<file path="config.mk">
export PLATFORM = sky130hd
export DESIGN_NAME = nand_bank_bridge
export DESIGN_NICKNAME = d
export VERILOG_FILES = /design/src/rtl/nbb_pkg.sv /design/src/rtl/nbb_sync2.sv /design/src/rtl/nbb_ctrl_reg.sv /design/src/rtl/nbb_strobe_engine.sv /design/src/rtl/nand_bank_bridge.sv
export SDC_FILE = /design/constraint.sdc
export NUM_CORES = 1
export LEC_CHECK = 0
export ABC_AREA = 1
export BUFFER_PORTS_ARGS = -buffer_cell sky130_fd_sc_hd__buf_4
export CAP_MARGIN = 20
export CELL_PAD_IN_SITES_DETAIL_PLACEMENT = 1
export CELL_PAD_IN_SITES_GLOBAL_PLACEMENT = 2
export CORE_MARGIN = 2
export CORE_UTILIZATION = 27
export DETAILED_ROUTE_END_ITERATION = 8
export PLACE_DENSITY_LB_ADDON = 0.25
export REMOVE_ABC_BUFFERS = 1
export SYNTH_ARGS = -nofsm -noshare
export SYNTH_HDL_FRONTEND = slang
export SYNTH_SLANG_ARGS = --single-unit
export TNS_END_PERCENT = 30
</file>
<file path="constraint.sdc">
create_clock -name clk -period 3.2 [get_ports clk]
set_input_delay 0.48 -clock clk [delete_from_list [all_inputs] [get_ports clk]]
set_output_delay 0.48 -clock clk [all_outputs]
set_load 0.01 [all_outputs]
</file>
<file path="src/rtl/nbb_pkg.sv">
package nbb_pkg;

  localparam int unsigned NAND_BYTE_W = 8;

  typedef enum logic [1:0] {
    ENG_IDLE  = 2'd0,
    ENG_SETUP = 2'd1,
    ENG_STRB  = 2'd2,
    ENG_HOLD  = 2'd3
  } eng_state_e;

endpackage

</file>
<file path="src/rtl/nbb_sync2.sv">
module nbb_sync2 (
  input  logic clk,
  input  logic rst_n,
  input  logic d_async,
  output logic q_sync
);

  logic meta_q;
  logic sync_q;

  always_ff @(posedge clk or negedge rst_n) begin
    if (!rst_n) begin
      meta_q <= 1'b0;
      sync_q <= 1'b0;
    end else begin
      meta_q <= d_async;
      sync_q <= meta_q;
    end
  end

  assign q_sync = sync_q;


  sync_delay_chk: assert property (@(posedge clk) disable iff (!rst_n)
    $rose(q_sync) |-> $past(d_async, 2));

endmodule

</file>
<file path="src/rtl/nbb_ctrl_reg.sv">
module nbb_ctrl_reg #(
  parameter int unsigned NUM_BANKS = 4,
  localparam int unsigned CTRL_W   = 2 * NUM_BANKS
) (
  input  logic              clk,
  input  logic              rst_n,
  input  logic              wr_en,
  input  logic [CTRL_W-1:0] wr_val,
  output logic [CTRL_W-1:0] ctrl_q,
  output logic [NUM_BANKS-1:0] ce_n
);

  logic [CTRL_W-1:0] ctrl_d;
  logic [CTRL_W-1:0] ctrl_r;

  always_comb begin
    ctrl_d = ctrl_r;
    if (wr_en) ctrl_d = wr_val;
  end

  always_ff @(posedge clk or negedge rst_n) begin
    if (!rst_n) ctrl_r <= '0;
    else        ctrl_r <= ctrl_d;
  end

  assign ctrl_q = ctrl_r;

  for (genvar b = 0; b < NUM_BANKS; b++) begin : g_bank_ce
    assign ce_n[b] = ~(ctrl_r[2*b] & ctrl_r[2*b+1]);
  end


  ctrl_hold_chk: assert property (@(posedge clk) disable iff (!rst_n)
    !wr_en |=> $stable(ctrl_q));


  ctrl_zero_chk: assert property (@(posedge clk) disable iff (!rst_n)
    (wr_en && wr_val == '0) |=> (&ce_n));

endmodule

</file>
<file path="src/rtl/nbb_strobe_engine.sv">
module nbb_strobe_engine
  import nbb_pkg::*;
#(
  parameter int unsigned STB_CLKS = 3,
  localparam int unsigned CNT_W   = (STB_CLKS < 2) ? 1 : $clog2(STB_CLKS)
) (
  input  logic                   clk,
  input  logic                   rst_n,
  input  logic                   start,
  input  logic                   op_rd,
  input  logic                   op_cle,
  input  logic                   op_ale,
  input  logic [NAND_BYTE_W-1:0] op_data,
  input  logic [NAND_BYTE_W-1:0] nd_din,
  output logic                   nd_we_n,
  output logic                   nd_re_n,
  output logic                   nd_cle,
  output logic                   nd_ale,
  output logic [NAND_BYTE_W-1:0] nd_dout,
  output logic                   nd_doe,
  output logic                   busy,
  output logic                   done,
  output logic                   done_rd,
  output logic [NAND_BYTE_W-1:0] rd_byte
);

  eng_state_e             st_q, st_d;
  logic [CNT_W-1:0]       cnt_q, cnt_d;
  logic                   rd_q, cle_q, ale_q;
  logic [NAND_BYTE_W-1:0] dat_q, cap_q, cap_d;
  logic                   load_en;
  logic                   last_stb;

  assign load_en  = start && (st_q == ENG_IDLE);
  assign last_stb = (cnt_q == CNT_W'(STB_CLKS - 1));

  always_comb begin
    st_d  = st_q;
    cnt_d = cnt_q;
    cap_d = cap_q;
    case (st_q)
      ENG_IDLE:  if (start) st_d = ENG_SETUP;
      ENG_SETUP: begin
        st_d  = ENG_STRB;
        cnt_d = '0;
      end
      ENG_STRB: begin
        if (last_stb) begin
          st_d = ENG_HOLD;
          if (rd_q) cap_d = nd_din;
        end else begin
          cnt_d = cnt_q + 1'b1;
        end
      end
      ENG_HOLD:  st_d = ENG_IDLE;
      default:   st_d = ENG_IDLE;
    endcase
  end

  always_ff @(posedge clk or negedge rst_n) begin
    if (!rst_n) begin
      st_q  <= ENG_IDLE;
      cnt_q <= '0;
      cap_q <= '0;
    end else begin
      st_q  <= st_d;
      cnt_q <= cnt_d;
      cap_q <= cap_d;
    end
  end

  always_ff @(posedge clk or negedge rst_n) begin
    if (!rst_n) begin
      rd_q  <= 1'b0;
      cle_q <= 1'b0;
      ale_q <= 1'b0;
      dat_q <= '0;
    end else if (load_en) begin
      rd_q  <= op_rd;
      cle_q <= op_cle;
      ale_q <= op_ale;
      dat_q <= op_data;
    end
  end

  assign busy    = (st_q != ENG_IDLE);
  assign done    = (st_q == ENG_HOLD);
  assign done_rd = done && rd_q;
  assign rd_byte = cap_q;
  assign nd_cle  = busy && cle_q;
  assign nd_ale  = busy && ale_q;
  assign nd_doe  = busy && !rd_q;
  assign nd_dout = dat_q;
  assign nd_we_n = !((st_q == ENG_STRB) && !rd_q);
  assign nd_re_n = !((st_q == ENG_STRB) && rd_q);

  logic [15:0] lo_len_q;
  always_ff @(posedge clk or negedge rst_n) begin
    if (!rst_n)                 lo_len_q <= '0;
    else if (!nd_we_n || !nd_re_n) lo_len_q <= lo_len_q + 16'd1;
    else                        lo_len_q <= '0;
  end


  we_setup_chk: assert property (@(posedge clk) disable iff (!rst_n)
    $fell(nd_we_n) |-> ($stable(nd_dout) && $stable(nd_cle) && $stable(nd_ale) && nd_doe));


  we_hold_chk: assert property (@(posedge clk) disable iff (!rst_n)
    $rose(nd_we_n) |-> ($stable(nd_dout) && $stable(nd_cle) && $stable(nd_ale) && nd_doe));


  we_width_chk: assert property (@(posedge clk) disable iff (!rst_n)
    $rose(nd_we_n) |-> (lo_len_q == 16'(STB_CLKS)));


  re_width_chk: assert property (@(posedge clk) disable iff (!rst_n)
    $rose(nd_re_n) |-> (lo_len_q == 16'(STB_CLKS) && !nd_doe));

endmodule

</file>
<file path="src/rtl/nand_bank_bridge.sv">
module nand_bank_bridge
  import nbb_pkg::*;
#(
  parameter int unsigned NUM_BANKS = 4,
  parameter int unsigned STB_CLKS  = 3,
  parameter int unsigned ADDR_W    = 20,
  parameter int unsigned DATA_W    = 32,
  parameter int unsigned ALE_BIT   = 16,
  parameter int unsigned CLE_BIT   = 15,
  localparam int unsigned CTRL_W   = 2 * NUM_BANKS
) (
  input  logic                   clk,
  input  logic                   rst_n,
  input  logic                   hst_req,
  input  logic                   hst_wr,
  input  logic [ADDR_W-1:0]      hst_addr,
  input  logic [DATA_W-1:0]      hst_wdata,
  output logic [DATA_W-1:0]      hst_rdata,
  output logic                   hst_ack,
  output logic                   hst_err,
  output logic [NUM_BANKS-1:0]   nd_ce_n,
  output logic                   nd_cle,
  output logic                   nd_ale,
  output logic                   nd_we_n,
  output logic                   nd_re_n,
  output logic [NAND_BYTE_W-1:0] nd_dout,
  output logic                   nd_doe,
  input  logic [NAND_BYTE_W-1:0] nd_din,
  input  logic                   nd_rb
);

  localparam int unsigned REG_BIT = ADDR_W - 1;

  logic                   ack_q, ack_d, err_q, err_d;
  logic [DATA_W-1:0]      rdata_q, rdata_d;
  logic                   eng_busy, eng_done, eng_done_rd;
  logic [NAND_BYTE_W-1:0] eng_rd_byte;
  logic [CTRL_W-1:0]      ctrl_q;
  logic                   rb_sync;
  logic                   accept, in_win, off_ale, off_cle, off_both;
  logic                   nand_go, bad_go, reg_go, ctrl_wr, stat_sel;

  assign off_ale  = hst_addr[ALE_BIT];
  assign off_cle  = hst_addr[CLE_BIT];
  assign off_both = off_ale && off_cle;
  assign in_win   = !hst_addr[REG_BIT];
  assign stat_sel = hst_addr[2];
  assign accept   = hst_req && !ack_q && !eng_busy;
  assign nand_go  = accept && in_win && !off_both && (hst_wr || (!off_ale && !off_cle));
  assign bad_go   = accept && in_win && !nand_go;
  assign reg_go   = accept && !in_win;
  assign ctrl_wr  = reg_go && hst_wr && !stat_sel;

  logic unused_ok;
  assign unused_ok = ^{hst_addr[REG_BIT-1:ALE_BIT+1], hst_addr[CLE_BIT-1:3],
                       hst_addr[1:0], hst_wdata[DATA_W-1:CTRL_W]};

  nbb_ctrl_reg #(.NUM_BANKS(NUM_BANKS)) u_ctrl (
    .clk    (clk),
    .rst_n  (rst_n),
    .wr_en  (ctrl_wr),
    .wr_val (hst_wdata[CTRL_W-1:0]),
    .ctrl_q (ctrl_q),
    .ce_n   (nd_ce_n)
  );

  nbb_sync2 u_rb_sync (
    .clk     (clk),
    .rst_n   (rst_n),
    .d_async (nd_rb),
    .q_sync  (rb_sync)
  );

  nbb_strobe_engine #(.STB_CLKS(STB_CLKS)) u_eng (
    .clk     (clk),
    .rst_n   (rst_n),
    .start   (nand_go),
    .op_rd   (!hst_wr),
    .op_cle  (off_cle),
    .op_ale  (off_ale),
    .op_data (hst_wdata[NAND_BYTE_W-1:0]),
    .nd_din  (nd_din),
    .nd_we_n (nd_we_n),
    .nd_re_n (nd_re_n),
    .nd_cle  (nd_cle),
    .nd_ale  (nd_ale),
    .nd_dout (nd_dout),
    .nd_doe  (nd_doe),
    .busy    (eng_busy),
    .done    (eng_done),
    .done_rd (eng_done_rd),
    .rd_byte (eng_rd_byte)
  );

  always_comb begin
    ack_d   = reg_go || bad_go || eng_done;
    err_d   = bad_go;
    rdata_d = rdata_q;
    if (reg_go && !hst_wr) begin
      if (stat_sel) rdata_d = {{(DATA_W-1){1'b0}}, rb_sync};
      else          rdata_d = {{(DATA_W-CTRL_W){1'b0}}, ctrl_q};
    end else if (eng_done_rd) begin
      rdata_d = {{(DATA_W-NAND_BYTE_W){1'b0}}, eng_rd_byte};
    end
  end

  always_ff @(posedge clk or negedge rst_n) begin
    if (!rst_n) begin
      ack_q   <= 1'b0;
      err_q   <= 1'b0;
      rdata_q <= '0;
    end else begin
      ack_q   <= ack_d;
      err_q   <= err_d;
      rdata_q <= rdata_d;
    end
  end

  assign hst_ack   = ack_q;
  assign hst_err   = err_q;
  assign hst_rdata = rdata_q;


  ack_pulse_chk: assert property (@(posedge clk) disable iff (!rst_n)
    hst_ack |=> !hst_ack);


  stall_chk: assert property (@(posedge clk) disable iff (!rst_n)
    (nd_we_n == 1'b0 || nd_re_n == 1'b0) |-> !hst_ack);


  latch_excl_chk: assert property (@(posedge clk) disable iff (!rst_n)
    !(nd_cle && nd_ale));


  strobe_excl_chk: assert property (@(posedge clk) disable iff (!rst_n)
    (nd_we_n || nd_re_n));


  err_quiet_chk: assert property (@(posedge clk) disable iff (!rst_n)
    hst_err |-> (nd_we_n && nd_re_n && !nd_cle && !nd_ale));

endmodule

</file>
Word level (Yosys, flattened, before mapping). Cells that the tools add are included. Widths: inputs -> output; s select.

Reductions and logical operators: 41. Add/sub/neg operators: 1. Div/mod/pow operators: 0. Equality and inequality tests: 7. Magnitude comparators: 0. Bitwise gates (word level): 8. Mux-type cells: 8. $mul: 0. Shifts and indexed selects: 0.

Operator list (number): $mux 32 (2); $logic_and 1x1->1 (19); $logic_not 1->1 (12); $mux 8 (1); $pmux 2 s4 (1); $eq 2x2->1 const B (3); $mux 2 (3); $reduce_bool 2->1 (3); $and 1x1->1 (4); $ne 2x2->1 const B (2); $not 1->1 (4); $pmux 2 s2 (1); $reduce_and 2->1 (2); $logic_or 1x1->1 (3); $reduce_and 3->1 (1); $add 2x1->2 const B (1); $eq 2x1->1 const B (1); $logic_not 2->1 (1); $ne 2x1->1 const B (1).

Memories kept: 0. RAM bits: 0. Memory bits (read-only): 0. Input port bits: 65. Flip-flop bits (word level): 67. Latch bits: 0. Output and inout port bits: 51. Word-level logic and storage cells: 78.

Longest topological paths before layout.
Depth after elaboration: 10. Mapped depth: 9. Depth with buffers taken out: 9.

Hierarchy. A second synthesis with hierarchy kept.

Cells, all modules: 286. Area, all modules: 2308.5 sq um.

By module, submodules not included: nbb_strobe_engine (area an instance 1138.6 sq um, instances 1, cells each 132, sequential area each 575.6 sq um); nand_bank_bridge (area an instance 799.5 sq um, instances 1, cells each 114, sequential area each 250.2 sq um); nbb_ctrl_reg (area an instance 320.3 sq um, instances 1, cells each 38, sequential area each 200.2 sq um); nbb_sync2 (area an instance 50.0 sq um, instances 1, cells each 2, sequential area each 50.0 sq um).

Worst setup path before layout. No wires, ideal clock.

Path type: register to output. Start point: register u_eng.st_q[0]. End point: output port nd_we_n. Data arrival time: 1.043 ns. Data required time: 2.720 ns. Buffers on the path: 0. Path slack: 1.677 ns. Cell stages (with the launch flop): 5. Path through: dfrtp_1 > inv_1 > ha_1 > inv_1 > or2_2.

Cells in the longest elaborated chain, start to end: 3.

RTL lines: from (decl) (line nbb_strobe_engine.sv:27) `eng_state_e st_q, st_d;`; from (signal assigned) (line nbb_strobe_engine.sv:66) `st_q <= st_d;`; $eq 2x2->1 (line nbb_strobe_engine.sv:94) `assign nd_we_n = !((st_q == ENG_STRB) && !rd_q);`; $logic_and 1x1->1 (line nbb_strobe_engine.sv:94); $logic_not 1->1 (line nbb_strobe_engine.sv:94); to (decl) (line nand_bank_bridge.sv:24) `output logic nd_we_n,`.

Every way passes these cells.

Worst setup path after layout. Same ends and word-level chain as after synthesis.

==> results_dict.tcl <==
set metrics [dict create \
    clk_latency_ns 0.30 \
    min_period_over_period_pct 63.8 \
    antenna_found_initial 0 \
    synthArstFlopShare_pct 100 \
    yosys.area.top_type "dfrtp_1" \
    peakVddDrop_mv 0.287 \
    timing.rr.start "u_eng.st_q[1]" \
    ant_nets 0 \
    start_kind "register" \
    power.density_nw_per_um2 848 \
    route.detailed.drc 0 \
    hp-class "primary input to asynchronous set/reset pin" \
    seq_area_frac_synth_pct 50.1 \
    num_vias 1543 \
    grt_pass1_wl_um 7840 \
    netlist_top_cells_area "dfrtp_1, buf_4, nand3_1" \
    worst_slack_ns 1.16 \
    grtUsageTotal_pct 11.6 \
    core-area_um2 7730 \
    yosysMostFrequentCell "dfrtp_1" \
    setup_viol 0 \
    worstPathMaxFanout 4 \
    pre_cts_slack_ns 1.26 \
    post-route-min-period_ns 2.04 \
    dieHeight_um 93.2 \
    cts_resized 0 \
    cts_hold_buf 0 \
    grt_pass1_vias 1610 \
    finalWirelength_um 4700 \
    synth-edff-count 0 \
    rsz0062_at_grt "false" \
    diodes 0 \
    synth.avg_cell_area_um2 9.63 \
    fin_nets 346 \
    worst_setup_path_end_kind "output pin" \
    synth-seq-cells 43 \
    cp-startpoint "u_eng.st_q[0]" \
    pin_count 116 \
    whs_ns 0.166 \
    fmax_ghz 0.490 \
    critPathKind "register to output pin" \
    area_growth_pct 22.8 \
    dieArea_um2 8690 \
    max_slew.worst_pin.slew_ns 0.566 \
    yosys.area.top_type_share_pct 50.1 \
    setup_total_negative_slack_ns 0 \
    cts_buffers 5 \
    drive_gt1_share_pct 31.9 \
    vias_per_cell 4.08 \
    drv_slew 0 \
    ys.flop_type "dfrtp_1" \
    die_w_um 93.2 \
    cts_root_buffer "clkbuf_8" \
    critPathArrivalTime_ns 1.56 \
    hold_viol_final 0 \
    wl_per_cell_um 12.4 \
    port_buffers 51 \
    drt_iter0_drc 53 \
    yosysWarnings 0 \
    timing.slew.headroom_pct 62.3 \
    clock-sinks 43 \
    p_leak_nw 1.36 \
    path_clk_slew_ns 0.08 \
    grt_overflow 0 \
    regArea_um2 1080 \
    synthesis.area_um2 2150 \
    syn_inst 223 \
    clk_path_buf_depth 2 \
    n_fill_cell 904 \
    yosys-top-cells-count "dfrtp_1, nand2_1, nand3_1" \
    multiInputGateArea_um2 855 \
    std_cell_rows 32 \
    dr.pass1.iters 4 \
    clock_skew_ns 0.0101 \
    htreeDepth 2 \
    initial_core_util_pct 27.8 \
    dp_hpwl_um 3520 \
    cts_setup_buffers 0 \
    outcome "complete, no violations" \
    grt_max_degree 44 \
    ys_types 22 \
    max_cap_viol_count 0 \
    gp_congestion 0.751 \
    cts_tree "done" \
    required_ns 2.72 \
]
cells by family after synthesis:
kind of cell             share of synthesized area [%]
AO/OA/AOI/OAI                                     6.47
AND/OR/NAND/NOR                                   21.4
buffers and inverters                             14.2
flip-flops                                        50.1
multiplexers                                      4.19
other                                            0.175
adder cells (fa/ha/maj)                           3.49
routing by layer:
metal	vias up	GRT usage, %	part of all wire, %
li1	772	-	-
met1	721	15.2	45
met2	46	18.7	48
met3	4	2.98	6.1
met4	0	3.68	0.79
met5	-	0	0
cell type report:
class	instances	area share, %
Tap cell	102	4.84
Inverter	21	2.99
Sequential cell	43	40.8
Multi-Input combinational cell	153	32.4
Timing Repair Buffer	51	14.5
Clock buffer	6	3.13
Clock inverter	2	1.33
per-stage QoR:
stage	utilization, %	instance area (um^2)	std cells	power (W)
2_1_floorplan	-	2010	217	0.00144
6_report	34.1	2640	378	0.00224
4_1_cts	34.1	2640	378	0.00229
3_5_place_dp	32.6	2520	370	0.00183
5_1_grt	34.1	2640	378	0.00245
3_3_place_gp	32.6	2520	370	0.00181
flip-flops by register name, summed over array words and instances, names as in the netlist:
name,count
hst_ack,1
hst_err,1
hst_rdata,8
u_ctrl.ctrl_q,8
u_eng.ale_q,1
u_eng.cle_q,1
u_eng.cnt_q,2
u_eng.nd_dout,8
u_eng.rd_byte,8
u_eng.rd_q,1
u_eng.st_q,2
u_rb_sync.meta_q,1
u_rb_sync.q_sync,1
worst max-delay path: stages, from the launching register on:
cell and delay, ns:
dfrtp_1 0.42, inv_1 0.12, ha_1 0.24, inv_1 0.08
or2_2 0.27, buf_4 0.14
final timing paths:
path                                         end  slack, ns  depth (start not counted)
worst max register to register     u_eng.st_q[1]       1.29                          9
worst max-delay path                     nd_we_n       1.16                          5
min in group clk                u_rb_sync.meta_q       0.28                          1
worst min register to register  u_rb_sync.q_sync       0.36                          0
max in group asynchronous       u_ctrl.ctrl_q[3]       2.63                          1
worst min-delay path                 u_eng.cle_q       0.17                          1
where the power goes:
group / total [W] / switching (W) / internal, W
sequential: 0.000954 / 0.000166 / 0.000787
clock: 0.000443 / 0.000190 / 0.000253
combinational: 0.000840 / 0.000428 / 0.000412
total: 0.00224 / 0.000784 / 0.00145
cell usage in the layout, fill, tap and decap left out:
cell type / count
ha_1: 6
clkbuf_8: 6
clkinv_1: 1
nor3_2: 1
nor2_1: 5
bufinv_16: 1
o21ai_1: 6
o21ai_0: 6
or2_2: 3
inv_1: 20
dfrtp_1: 43
nor2_4: 1
buf_4: 51
nand3_2: 1
conb_1: 24
mux2_2: 8
nor3_4: 1
nand3_1: 35
nand2_2: 4
nand3_4: 1
clkinv_2: 1
nand2_1: 42
o21ai_2: 9
Power figures use the tool's default switching activity.
